File: config.mk
export PLATFORM = sky130hd
export DESIGN_NAME = sys_pwr_ctrl
export DESIGN_NICKNAME = d
export VERILOG_FILES = /design/src/rtl/sys_pwr_ctrl.sv
export SDC_FILE = /design/constraint.sdc
export NUM_CORES = 1
export LEC_CHECK = 0
export BUFFER_PORTS_ARGS = -buffer_cell sky130_fd_sc_hd__buf_2
export CORE_MARGIN = 4
export CORE_UTILIZATION = 44
export CTS_CLUSTER_DIAMETER = 120
export CTS_CLUSTER_SIZE = 28
export DETAILED_ROUTE_END_ITERATION = 10
export PLACE_DENSITY = 0.72
export SKIP_CTS_REPAIR_TIMING = 1
export SLEW_MARGIN = 25
export SYNTH_ARGS = -nofsm -noshare
export SYNTH_HDL_FRONTEND = slang
export SYNTH_SLANG_ARGS = --single-unit
File: constraint.sdc
create_clock -name clk -period 3.5 [get_ports clk]
set_clock_uncertainty 0.2 [all_clocks]
set_input_delay 0.35 -clock clk [delete_from_list [all_inputs] [get_ports clk]]
set_output_delay 0.35 -clock clk [all_outputs]
set_load 0.02 [all_outputs]
File: src/rtl/sys_pwr_ctrl.sv
module sys_pwr_ctrl #(
  parameter int          AW       = 8,
  parameter int          CNT_W    = 11,
  parameter logic [7:0]  CHIP_VAL = 8'h02,
  parameter logic [7:0]  VER_VAL  = 8'h12
) (
  input  logic          clk,
  input  logic          rst_n,
  input  logic          bus_wr,
  input  logic [AW-1:0] bus_addr,
  input  logic [7:0]    bus_wdata,
  output logic [7:0]    bus_rdata,
  input  logic          ms_tick,
  input  logic          activity,
  output logic          soft_rst_pulse,
  output logic          clk_en_gpio,
  output logic          clk_en_keypad,
  output logic          clk_en_pwm,
  output logic          ext_clk_sel,
  output logic          hibernate_req,
  output logic          io_supply_off,
  output logic          sleep_mode
);
  localparam logic [AW-1:0] A_CTRL  = AW'(8'h02);
  localparam logic [AW-1:0] A_CTRL2 = AW'(8'h03);
  localparam logic [AW-1:0] A_CHIP  = AW'(8'h80);
  localparam logic [AW-1:0] A_VER   = AW'(8'h81);

  logic [4:0]       mode_q;
  logic [4:0]       pm_q;
  logic [CNT_W-1:0] idle_q;
  logic [CNT_W-1:0] idle_nx;
  logic [CNT_W-1:0] limit;

  wire wr_ctrl   = bus_wr && (bus_addr == A_CTRL);
  wire wr_ctrl2  = bus_wr && (bus_addr == A_CTRL2);
  wire do_reset  = wr_ctrl && bus_wdata[7];
  wire do_sleep  = wr_ctrl && bus_wdata[4];
  wire auto_en   = pm_q[3];

  assign idle_nx = idle_q + CNT_W'(1);
  assign limit   = (pm_q[2:0] == 3'd0) ? CNT_W'(4) : (CNT_W'(8) << pm_q[2:0]);

  assign ext_clk_sel   = mode_q[4];
  assign hibernate_req = mode_q[3];
  assign clk_en_gpio   = mode_q[2];
  assign clk_en_keypad = mode_q[1];
  assign clk_en_pwm    = mode_q[0];
  assign io_supply_off = pm_q[4];

  always_ff @(posedge clk or negedge rst_n) begin
    if (!rst_n) begin
      mode_q         <= 5'b00111;
      pm_q           <= '0;
      idle_q         <= '0;
      sleep_mode     <= 1'b0;
      soft_rst_pulse <= 1'b0;
    end else if (do_reset) begin
      mode_q         <= 5'b00111;
      pm_q           <= '0;
      idle_q         <= '0;
      sleep_mode     <= 1'b0;
      soft_rst_pulse <= 1'b1;
    end else begin
      soft_rst_pulse <= 1'b0;
      if (wr_ctrl)  mode_q <= {bus_wdata[6:5], bus_wdata[3], bus_wdata[1:0]};
      if (wr_ctrl2) pm_q   <= bus_wdata[4:0];
      if (do_sleep) begin
        sleep_mode <= 1'b1;
        idle_q     <= '0;
      end else if (activity) begin
        sleep_mode <= 1'b0;
        idle_q     <= '0;
      end else if (!auto_en || sleep_mode) begin
        idle_q <= '0;
      end else if (ms_tick) begin
        if (idle_nx >= limit) begin
          sleep_mode <= 1'b1;
          idle_q     <= '0;
        end else begin
          idle_q <= idle_nx;
        end
      end
    end
  end

  always_comb begin
    case (bus_addr)
      A_CTRL:  bus_rdata = {soft_rst_pulse, mode_q[4:3], 1'b0, mode_q[2], 1'b1, mode_q[1:0]};
      A_CTRL2: bus_rdata = {3'b000, pm_q};
      A_CHIP:  bus_rdata = CHIP_VAL;
      A_VER:   bus_rdata = VER_VAL;
      default: bus_rdata = 8'h00;
    endcase
  end
endmodule

Yosys cells after proc, flatten, opt, wreduce, memory -nomap -nowiden
Cells that the tools add are included.
{ "totals": {"word_cells": 45, "regBits": 23, "input_bits": 21, "output_inout_bits": 16} }
{ "classes": {"n_addsub": 1, "eq_ne": 5, "shift": 1, "order_cmp": 1, "muxes": 19, "reduce_logical": 13} }
{ "ops": {"columns": ["cell", "n"], "rows": [
  ["11-bit 2-to-1 mux", 7],
  ["8-bit one-hot mux with 4 select lines", 1],
  ["5-bit 2-to-1 mux", 4],
  ["8-bit by 2-bit equality test with 1-bit output (second input constant)", 2],
  ["8-bit equality test (second input constant)", 2],
  ["11-bit by 1-bit adder with 11-bit output (second input constant)", 1],
  ["11-bit >= comparator", 1],
  ["4-bit by 3-bit left shift with 11-bit output (first input constant)", 1],
  ["4-bit nonzero test", 2],
  ["1-bit 2-to-1 mux", 7],
  ["5-bit nonzero test", 1],
  ["1-bit logical AND", 4],
  ["4-bit != test (second input constant)", 1],
  ["2-bit nonzero test", 2],
  ["3-bit logical NOT", 1],
  ["3-bit AND reduction", 1],
  ["1-bit logical NOT", 1],
  ["1-bit logical OR", 1]
]} }

Depth between registers and ports, before layout
Gate-level depths: netlist of run 1.
{ "depth": {"depth_word": 9, "ltp_mapped": 12} }

Worst setup path before layout of run 1
Ideal clock, no wire load.
{ "synth_path": {"kind": "reg-to-reg", "start": "register idle_q[0]", "end": "register idle_q[10]", "slack_ps": 654, "t_arrival_ps": 2581, "path_stages_with_launch": 11, "t_required_ps": 3235, "setup_time_ps": 65, "cell_sequence": "dfrtp_1 -> ha_1 -> and3_1 -> nand3_1 -> xnor2_1 -> ha_1 -> a211o_1 -> a21oi_4 -> nand4_4 -> o32ai_1 -> mux2_2"} }
{ "synth_via": {"elab_chain_cells": 8} }
{ "synth_rtl": {"columns": ["element", "line_no", "source"], "rows": [
  ["start: declaration", "31", "logic [CNT_W-1:0] idle_q;"],
  ["start signal: assignment", "81", "idle_q <= idle_nx;"],
  ["11-bit by 1-bit adder with 11-bit output (*)", "41", "assign idle_nx = idle_q + CNT_W'(1);"],
  ["11-bit >= comparator", "77", "if (idle_nx >= limit) begin"],
  ["11-bit 2-to-1 mux (*)", "77", null],
  ["11-bit 2-to-1 mux (*)", "76", "end else if (ms_tick) begin"],
  ["11-bit 2-to-1 mux (*)", "74", "end else if (!auto_en || sleep_mode) begin"],
  ["11-bit 2-to-1 mux (*)", "71", "end else if (activity) begin"],
  ["11-bit 2-to-1 mux (*)", "68", "if (do_sleep) begin"],
  ["11-bit 2-to-1 mux (*)", "58", "end else if (do_reset) begin"]
]} }
Every way passes the cells marked *; elsewhere a longest branch is shown, timed or not. The select of a mux whose other input is x is not followed.
A chain may end at the register's enable or synchronous reset.

Final worst setup path of run 1
Ends and elaborated chain as after synthesis.

==> qor.yml, run 1 <==
run_status:
  status: "completed"
clock_tree:
  clock_path_buffers: 2
  cts_buffers: 3
  insertion_delay_ns: 0.26
  clock_tree.root_cell: "clkbuf_8"
  h-tree-depth: 1
  cts.sinks: 23
  path_clk_slew_ns: 0.08
  cts_tree: "yes"
floorplan:
  initial_core_util: 0.4616
  rows: 22
  dieArea_mm2: 0.004962
  core_area_mm2: 0.003716
  dieWidth_um: 70.44
  boundaryPins: 37
  die_y_um: 70.44
route:
  vias_per_cell: 5.576
  final_antenna_net_count: 0
  drcViolationCount: 0
  drt-total-wl_mm: 3.763
  dr_total_vias: 1461
  drt-initial-drc-count: 71
  drt-pass1-iter-count: 4
  wl_per_cell_um: 14.36
sta:
  fmax_ghz: 0.3204
  setup_slack_ns: 0.3791
  post-route-period-util: 0.8917
  tightest_slew_ns: 0.5392
  max_slew_margin: 0.6392
  fin_tns_setup_ns: 0
  hold_viol_final: 0
  period_needed_ns: 3.121
  rsz0062_at_grt: "no"
  worst_hold_slack_ns: 0.1147
  setup_viol: 0
  slew_violations: 0
setup_path:
  cp-end-kind: "flip-flop"
  r2r_end: "idle_q[10]"
  reg2reg_depth: 11
  worstPathArrival_ns: 3.13
  r2r_start: "idle_q[0]"
  required_ns: 3.51
  start_kind: "flip-flop"
  rrSetupSlack_ns: 0.38
  crit_fanout: 8
  crit_type: "flip-flop to flip-flop"
cells_and_area:
  drive_gt1_frac: 0.2944
  diodes: 0
  area_delta_synth_final_pct: 14.51
  fin_area_mm2: 0.001964
  layout.nets: 245
synth:
  synth-edff-count: 0
  synth.avg_cell_area_um2: 9.530
  synth_cell_types: 54
  yosysSeqAreaShare: 0.3377
  ys_ff_latch: 23
  yosysWarnings: 0
  async_flop_share: 1.000
  ys.flop_type: "dfrtp_1"
  synthCells: 180
  synthesis.nets: 210
  syn_area_mm2: 0.001715
hold_path:
  hold_depth: 2
  min-delay-start: "bus_wdata[2]"
  hp-class: "input port to flip-flop"
  hold_path_end: "pm_q[2]"
global_routing:
  grt_util_all_layers: 0.1614
  grt_pass1_wl_mm: 6.534
  grt_pass1_vias: 1417
  grt_max_degree: 24
  grt-ovfl-total: 0
  antenna_found_initial: 0
placed_design:
  dpl_worst_slack_ns: 0.3867
  globalplace.congestion: 0.7946
  io_buffers: 36
  dp.final_hpwl_mm: 2.908
  placed_cell_area_mm2: 0.001908
run:
  maxCapViolations: 0
power_and_ir_drop:
  ir_drop_mv: 0.1065
  p_per_area_mw_per_mm2: 266.9
  power_mw: 0.5244
  leakagePower_nw: 0.9190
[cells in the mapped netlist (3+ instances only)]
cell type	n	area share
a221o_1	7	0.041
dfstp_2	3	0.046
nor2_1	19	0.042
ha_1	9	0.066
and2_1	3	0.011
nor2b_1	4	0.015
nand3_1	13	0.038
mux2_2	3	0.020
nor3_1	7	0.020
xnor2_1	5	0.026
a22o_1	5	0.026
nand2_1	14	0.031
inv_1	3	0.0066
a21oi_1	6	0.018
o21ai_1	5	0.015
and3_1	4	0.015
xor2_1	3	0.015
dfrtp_1	20	0.29
nand3b_1	4	0.018
[cell type report]
type	count	area [um2]
clock buffers	3	41.29
clock inverters	1	5.005
fillers	357	1752
inverters	3	11.26
multi-input cells	147	1077
flip-flops and latches	23	579.3
well taps	48	60.06
repair buffers	37	190.2
[cell usage in the layout (no fill, tap or decap), types with 2 or more instances in the layout]
master,instances
buf_2,36
dfrtp_1,20
nor2_1,19
nand2_1,14
nand3_1,13
ha_1,9
nor3_1,7
a221o_1,7
a21oi_1,6
xnor2_1,5
a22o_1,5
o21ai_1,5
and3_1,4
nand3b_1,4
nor2b_1,4
inv_1,3
xor2_1,3
and2_1,3
mux2_2,3
clkbuf_8,3
dfstp_2,3
nor3b_1,2
mux2i_1,2
nand2_2,2
o32ai_1,2
nand2b_1,2
[registers in the layout, summed over array words and instances (netlist names)]
register	count
mode_q	5
idle_q	11
soft_rst_pulse	1
pm_q	5
sleep_mode	1
[per-layer routing]
layer | part of all wire | GRT usage | vias to the layer above
met1 | 0.47 | 0.2137 | 692
met3 | 0.027 | 0.02014 | 4
met4 | 0.012 | 0.05957 | 0
li1 | - | - | 742
met5 | 0 | 0 | -
met2 | 0.49 | 0.2672 | 23
[power by group]
part	internal, mW	leakage, nW	total, mW	switching [mW]
sequential	0.273	0.309	0.280	0.00691
clock	0.0795	0.0255	0.168	0.0882
combinational	0.0295	0.584	0.0765	0.0471
total	0.382	0.919	0.524	0.142
[cell families (layout without fill, tap and decap cells)]
kind of cell | count (synthesis) | in the layout | share of synthesized area
and+or+nand+nor | 88 | 88 | 0.3122
buffers and inverters | 10 | 44 | 0.03428
DFF | 23 | 23 | 0.3377
muxes | 5 | 5 | 0.03136
adders and majority gates | 9 | 9 | 0.06565
xor gates and xnor gates | 8 | 8 | 0.04085
AOI/OAI and AO/OA | 37 | 37 | 0.1780
[per-stage QoR]
step	utilization	cells
after CTS	0.5259	261
after detailed placement	0.5135	257
after floorplan	-	180
final	0.5286	262
after global placement	0.5135	257
after global routing	0.5286	262
[critical path, stage by stage (launching register included)]
cell	delay, ns
dfrtp_1	0.43
ha_1	0.25
and3_1	0.20
nand3_1	0.23
nor2_1	0.24
xor2_1	0.19
ha_1	0.27
o21a_1	0.14
a21oi_4	0.28
nand4_4	0.20
o32ai_1	0.25
mux2_2	0.19
[worst max-delay path by stage]
stage                     startpoint    endpoint  cells past startpoint
after floorplan            idle_q[0]  idle_q[10]                     10
after global placement     idle_q[0]   idle_q[0]                     11
after detailed placement   idle_q[0]  idle_q[10]                     11
after CTS                  idle_q[0]  idle_q[10]                     11
after global routing       idle_q[0]   idle_q[9]                     11
final                      idle_q[0]  idle_q[10]                     11
Power figures use the tool's default switching activity.
==> inputs of run 2 (changes only) <==
Settings changed: ABC_AREA set to 1.
==> qor.yml, run 2 <==
cells_and_area:
  fillCellCount: 351  # was 357
  layout.nets: 271  # was 245
  layout_common_cells: "nand2_1 (42), buf_2 (36), inv_1 (26)"  # was buf_2 (36), dfrtp_1 (20), nor2_1 (19)
  largest-register: "idle_q"  # unchanged
  multi_input_area_um2: 852.1  # was 0.001077 mm2
  top_regs: "idle_q: 11 flops, mode_q: 5 flops, pm_q: 5 flops"  # unchanged
  register_area_um2: 579.3  # unchanged
  area_delta_synth_final_pct: 15.43  # was 14.51%
  diodes: 0  # unchanged
  largest_reg_flops: 11  # unchanged
  drive_gt1_frac: 0.2542  # was 0.2944
  final_common_cell: "nand2_1"  # was buf_2
synth:
  yosys-top-cells-area: "dfrtp_1 (32%), nand2_1 (10%), ha_1 (7.1%)"  # was dfrtp_1 (29%), ha_1 (6.6%), dfstp_2 (4.6%)
  ys_ff_latch: 23  # unchanged
  async_flop_share: 1.000  # unchanged
  synthTopCellsByCount: "nand2_1 (42), inv_1 (26), dfrtp_1 (20)"  # was dfrtp_1 (20), nor2_1 (19), nand2_1 (14)
  synth.most_common_cell: "nand2_1"  # was dfrtp_1
  yosysSeqAreaShare: 0.3663  # was 0.3377
  synth.avg_cell_area_um2: 7.791  # was 9.530 um2
  synthesis.nets: 233  # was 210
  syn_area_mm2: 0.001582  # was 0.001715 mm2
  ys.flop_type: "dfrtp_1"  # unchanged
  synthCells: 203  # was 180
  synth.largest_area_cell: "dfrtp_1"  # unchanged
  synth_cell_types: 30  # was 54
  yosysWarnings: 0  # unchanged
  synth-edff-count: 0  # unchanged
  synth_top_area_share: 0.3165  # was 0.2918
setup_path:
  reg2reg_depth: 14  # was 11
  cp_slowest_cell: "dfrtp_1"  # unchanged
  crit_start: "idle_q[0]"  # unchanged
  cp_num_cells: 14  # was 11
  worstPathArrival_ns: 2.76  # was 3.13 ns
  required_ns: 3.52  # was 3.51 ns
  worst_path_largest_cell_delay_ns: 0.47  # was 0.43 ns
  crit_fanout: 12  # was 8
  crit_top_cell: "nand3_1"  # was ha_1
  r2r_start: "idle_q[0]"  # unchanged
  cp-end-kind: "flip-flop"  # unchanged
  crit_type: "flip-flop to flip-flop"  # unchanged
  start_kind: "flip-flop"  # unchanged
  rrSetupSlack_ns: 0.75  # was 0.38 ns
  r2r_end: "sleep_mode"  # was idle_q[10]
  cp_num_buf_inv: 2  # was 0
  cp_top_family: "simple AND/OR/NAND/NOR gates"  # unchanged
  crit_chain: "ha_1 -> nand3_1 -> nor3_2 -> nand3_1 -> xor2_1 -> clkinv_1 -> ha_1 -> a21oi_1 -> o21ai_0 -> nor2_1 -> buf_4 -> nand2_1 -> nand3_1 -> nand2_1"  # was ha_1 -> and3_1 -> nand3_1 -> nor2_1 -> xor2_1 -> ha_1 -> o21a_1 -> a21oi_4 -> nand4_4 -> o32ai_1 -> mux2_2
  endpoint: "sleep_mode"  # was idle_q[10]
global_routing:
  grt_max_degree: 24  # unchanged
  grt-ovfl-total: 0  # unchanged
  grt_util_all_layers: 0.1613  # was 0.1614
  grt_pass1_wl_mm: 5.837  # was 6.534 mm
  antenna_found_initial: 0  # unchanged
  grt_pass1_vias: 1414  # was 1,417
power_and_ir_drop:
  leakagePower_nw: 1.030  # was 0.9190 nW
  ir_drop_mv: 0.1647  # was 0.1065 mV
  p_per_area_mw_per_mm2: 290.0  # was 266.9 mW/mm2
floorplan:
  dieArea_mm2: 0.004617  # was 0.004962 mm2
  die_y_um: 67.95  # was 70.44 um
  core_area_mm2: 0.003416  # was 0.003716 mm2
  dieWidth_um: 67.95  # was 70.44 um
  rows: 21  # was 22
  boundaryPins: 37  # unchanged
  initial_core_util: 0.4630  # was 0.4616
clock_tree:
  cts_buffers: 3  # unchanged
  clock_path_buffers: 2  # unchanged
  h-tree-depth: 1  # unchanged
  path_clk_slew_ns: 0.13  # was 0.08 ns
  insertion_delay_ns: 0.31  # was 0.26 ns
  cts.sinks: 23  # unchanged
  cts_tree: "yes"  # unchanged
  clock_tree.root_cell: "clkbuf_4"  # was clkbuf_8
route:
  met3WireLength_um: 152  # was 100 um
  drt-initial-drc-count: 108  # was 71
  dr_total_vias: 1419  # was 1,461
  met2_wirelength_mm: 1.490  # was 1.856 mm
  drt-pass1-iter-count: 4  # unchanged
  top_layer_used: "met4"  # unchanged
  wl_met1_mm: 1.552  # was 1.761 mm
  drcViolationCount: 0  # unchanged
  drt-total-wl_mm: 3.243  # was 3.763 mm
  vias_per_cell: 4.962  # was 5.576
  final_antenna_net_count: 0  # unchanged
  wl_per_cell_um: 11.34  # was 14.36 um
run_status:
  status: "completed"  # unchanged
sta:
  slew_violations: 0  # unchanged
  period_needed_ns: 2.745  # was 3.121 ns
  setup_slack_ns: 0.7546  # was 0.3791 ns
  fmax_ghz: 0.3643  # was 0.3204 GHz
  hold_viol_final: 0  # unchanged
  rsz0062_at_grt: "no"  # unchanged
  fin_tns_setup_ns: 0  # unchanged
  post-route-period-util: 0.7844  # was 0.8917
  tightest_slew_ns: 0.6777  # was 0.5392 ns
  worst_hold_slack_ns: 0.06569  # was 0.1147 ns
  max_slew_margin: 0.5465  # was 0.6392
  setup_viol: 0  # unchanged
placed_design:
  dp.final_hpwl_mm: 2.614  # was 2.908 mm
  dpl_worst_slack_ns: 0.7593  # was 0.3867 ns
  globalplace.congestion: 0.7811  # was 0.7946
  io_buffers: 36  # unchanged
hold_path:
  hp-class: "input port to flip-flop"  # unchanged
  hold_depth: 3  # was 2
run:
  maxCapViolations: 0  # unchanged
[run 2: changes by cell type in the layout (fill, tap and decap cells not counted), moves of 7 or more]
cell     before  now
a221o_1       7    0
inv_1         3   26
nand2_1      14   42
nand4_1       1   13
o21ai_0       0   16
[run 2: worst min-delay path by stage]
| stage | from | end | slack, ns |
|---|---|---|---|
| after floorplan | rst_n | idle_q[0] | -0.15 |
| after global placement | rst_n | idle_q[5] | 0.15 |
| after detailed placement | rst_n | idle_q[6] | 0.16 |
| after CTS | rst_n | idle_q[6] | -0.20 |
| after global routing | bus_wdata[6] | mode_q[4] | 0.06 |
| final | bus_wdata[6] | mode_q[4] | 0.07 |
[run 2: worst register-to-register path, delay by kind of cell, from the launching register on]
| family | cells | cell delay (ns) |
|---|---|---|
| AOI/OAI and AO/OA | 2 | 0.25 |
| xor gates and xnor gates | 1 | 0.15 |
| adders and majority gates | 2 | 0.57 |
| buffers and inverters | 2 | 0.28 |
| DFF | 1 | 0.47 |
| and+or+nand+nor | 7 | 0.75 |
[run 2: cell families (layout without fill, tap and decap cells)]
family | after synthesis | count (layout) | synth area share
flip-flops | 23 | 23 | 0.3663
buffers and inverters | 35 | 72 | 0.09493
AO/OA/AOI/OAI | 29 | 29 | 0.09652
AND/OR/NAND/NOR | 100 | 100 | 0.3228
adder cells (fa/ha/maj) | 9 | 9 | 0.07120
XOR/XNOR | 7 | 7 | 0.04826
[run 2: metrics by stage]
stage / std cells / util / instance area, um2 / power, mW
after detailed placement: 281 / 0.5238 / 1789 / 0.4110
final: 286 / 0.5344 / 1826 / 0.5293
after global routing: 286 / 0.5344 / 1826 / 0.5694
after CTS: 285 / 0.5315 / 1815 / 0.5384
after floorplan: 203 / - / 1582 / 0.3766
after global placement: 281 / 0.5238 / 1789 / 0.4084
[run 2: routing by layer]
metal,up-vias,GRT usage
li1,749,-
met1,623,0.2030
met2,40,0.2828
met3,7,0.02627
met4,0,0.04467
met5,-,0
[run 2: area by class of cell]
cell class                      count  area share
Clock buffer                        4     0.01439
Inverter                           30     0.06169
Multi-Input combinational cell    145      0.4668
Timing Repair Buffer               38      0.1083
Tap cell                           46     0.03153
Sequential cell                    23      0.3173
[run 2: report_power, final]
part | leakage (nW) | internal [mW] | switching, mW
registers | 0.276 | 0.282 | 0.0115
clock network | 0.0150 | 0.0445 | 0.0797
logic | 0.739 | 0.0375 | 0.0743
==> inputs of run 3 (changes only) <==
Settings changed: PLACE_DENSITY 0.72 to 0.75.
Clock period 3.5 ns to 2.42 ns, I/O delays scaled along.
==> qor.yml, run 3 (synthesis results as in run 2) <==
sta:
  slew_violations: 0  # unchanged
  setup_slack_ns: 0.04583  # was 0.7546 ns
  hold_viol_final: 0  # unchanged
  tightest_slew_ns: 0.5324  # was 0.6777 ns
  period_needed_ns: 2.374  # was 2.745 ns
  post-route-period-util: 0.9811  # was 0.7844
  rsz0062_at_grt: "yes"  # was no
  max_slew_margin: 0.6451  # was 0.5465
  fmax_ghz: 0.4212  # was 0.3643 GHz
  setup_viol: 0  # unchanged
route:
  vias_per_cell: 4.983  # was 4.962
  drt-initial-drc-count: 67  # was 108
  drcViolationCount: 0  # unchanged
  dr_total_vias: 1510  # was 1,419
  wl_per_cell_um: 11.89  # was 11.34 um
  drt-pass1-iter-count: 4  # unchanged
  final_antenna_net_count: 0  # unchanged
  drt-total-wl_mm: 3.604  # was 3.243 mm
setup_path:
  crit_fanout: 6  # was 12
  r2r_start: "idle_q[0]"  # unchanged
  crit_type: "flip-flop to flip-flop"  # unchanged
  crit_start: "idle_q[0]"  # unchanged
  cp-end-kind: "flip-flop"  # unchanged
  worst_path_largest_cell_delay_ns: 0.42  # was 0.47 ns
  start_kind: "flip-flop"  # unchanged
  crit_chain: "ha_4 -> nand3_4 -> nor3_4 -> nand3_1 -> xor2_1 -> inv_2 -> ha_4 -> nand2_2 -> o21ai_2 -> nor2_4 -> buf_6 -> nand4_1 -> nand2_1"  # was ha_1 -> nand3_1 -> nor3_2 -> nand3_1 -> xor2_1 -> clkinv_1 -> ha_1 -> a21oi_1 -> o21ai_0 -> nor2_1 -> buf_4 -> nand2_1 -> nand3_1 -> nand2_1
  crit_top_cell: "ha_4"  # was nand3_1
  cp_slowest_cell: "dfrtp_1"  # unchanged
  worstPathArrival_ns: 2.38  # was 2.76 ns
  required_ns: 2.42  # was 3.52 ns
clock_tree:
  path_clk_slew_ns: 0.15  # was 0.13 ns
  cts_tree: "yes"  # unchanged
  cts.sinks: 23  # unchanged
  cts_buffers: 3  # unchanged
  insertion_delay_ns: 0.32  # was 0.31 ns
  clock_path_buffers: 2  # unchanged
  h-tree-depth: 1  # unchanged
  clock_tree.root_cell: "clkbuf_4"  # unchanged
cells_and_area:
  largest-register: "idle_q"  # unchanged
  stdcell_count: 303  # was 286
  largest_reg_flops: 11  # unchanged
  layout.nets: 288  # was 271
  final_common_cell: "nand2_1"  # unchanged
  drive_gt1_frac: 0.3424  # was 0.2542
  top_regs: "idle_q: 11 flops, mode_q: 5 flops, pm_q: 5 flops"  # unchanged
  fin_util: 0.6051  # was 0.5344
  layout_common_cells: "nand2_1 (40), buf_2 (36), inv_1 (25)"  # was nand2_1 (42), buf_2 (36), inv_1 (26)
  diodes: 0  # unchanged
  area_delta_synth_final_pct: 30.70  # was 15.43%
  fillCellCount: 328  # was 351
floorplan:
  dieArea_mm2: 0.004617  # unchanged
  initial_core_util: 0.4630  # unchanged
  boundaryPins: 37  # unchanged
  core_area_mm2: 0.003416  # unchanged
  die_y_um: 67.95  # unchanged
  dieWidth_um: 67.95  # unchanged
  rows: 21  # unchanged
global_routing:
  grt-ovfl-total: 0  # unchanged
  grt_util_all_layers: 0.1628  # was 0.1613
  grt_max_degree: 24  # unchanged
  grt_pass1_vias: 1386  # was 1,414
  antenna_found_initial: 0  # unchanged
  grt_pass1_wl_mm: 5.871  # was 5.837 mm
hold_path:
  hp-class: "input port to flip-flop"  # unchanged
  min-delay-start: "activity"  # was bus_wdata[6]
run_status:
  status: "completed"  # unchanged
power_and_ir_drop:
  ir_drop_mv: 0.2162  # was 0.1647 mV
  power_mw: 0.8214  # was 0.5293 mW
  leakagePower_nw: 1.139  # was 1.030 nW
  p_per_area_mw_per_mm2: 397.4  # was 290.0 mW/mm2
placed_design:
  io_buffers: 36  # unchanged
  dpl_worst_slack_ns: -0.1483  # was 0.7593 ns
  dp.final_hpwl_mm: 2.762  # was 2.614 mm
  dp.cells: 289  # was 281
  globalplace.congestion: 0.7840  # was 0.7811
run:
  maxCapViolations: 0  # unchanged
run 3: worst max-delay path: cells and delay by family, from the launching register on:
kind | cells | cell delay [ns]
compound gates | 1 | 0.16
xor+xnor | 1 | 0.18
buf+inv | 2 | 0.20
fa+ha+maj | 2 | 0.45
simple gates | 7 | 0.66
flops | 1 | 0.42
run 3: layer usage:
metal,wire [um],global-route usage,up-vias
met2,1733,0.2756,43
li1,-,-,780
met3,229,0.03120,2
met4,17,0.04218,0
met5,0,0,-
met1,1624,0.2116,685
run 3: through the flow:
step | hold slack (ns) | instance area, um2 | setup TNS, ns
6_report | 0.03455 | 2067 | 0
4_1_cts | -0.3119 | 1884 | -2.085
2_1_floorplan | -0.2536 | 1589 | -0.4798
3_3_place_gp | 0.04953 | 1857 | -0.05681
3_5_place_dp | 0.05057 | 1857 | -1.447
5_1_grt | 0.04229 | 2067 | -0.2505
run 3: final timing paths:
path | endpoint | slack (ns) | cells after the start
min in group asynchronous | idle_q[0] | 0.21 | 2
hold reg to reg | idle_q[10] | 0.31 | 2
max in group asynchronous | mode_q[2] | 1.42 | 2
setup reg to reg | idle_q[9] | 0.05 | 13
hold / removal | sleep_mode | 0.03 | 4
setup / recovery | idle_q[9] | 0.05 | 13
run 3: cell type report:
type,instances,area [um2],share of cell area
Clock inverter,1,5.005,0.002421
Sequential cell,23,580.6,0.2809
Tap cell,46,57.56,0.02785
Clock buffer,3,22.52,0.01090
Multi-Input combinational cell,146,950.9,0.4600
Timing Repair Buffer,54,337.8,0.1634
Inverter,30,112.6,0.05448
run 3: power by group:
group / leakage [nW] / internal, mW / switching [mW]
Clock: 0.0177 / 0.0617 / 0.123
Combinational: 0.847 / 0.0804 / 0.133
Sequential: 0.274 / 0.408 / 0.0154
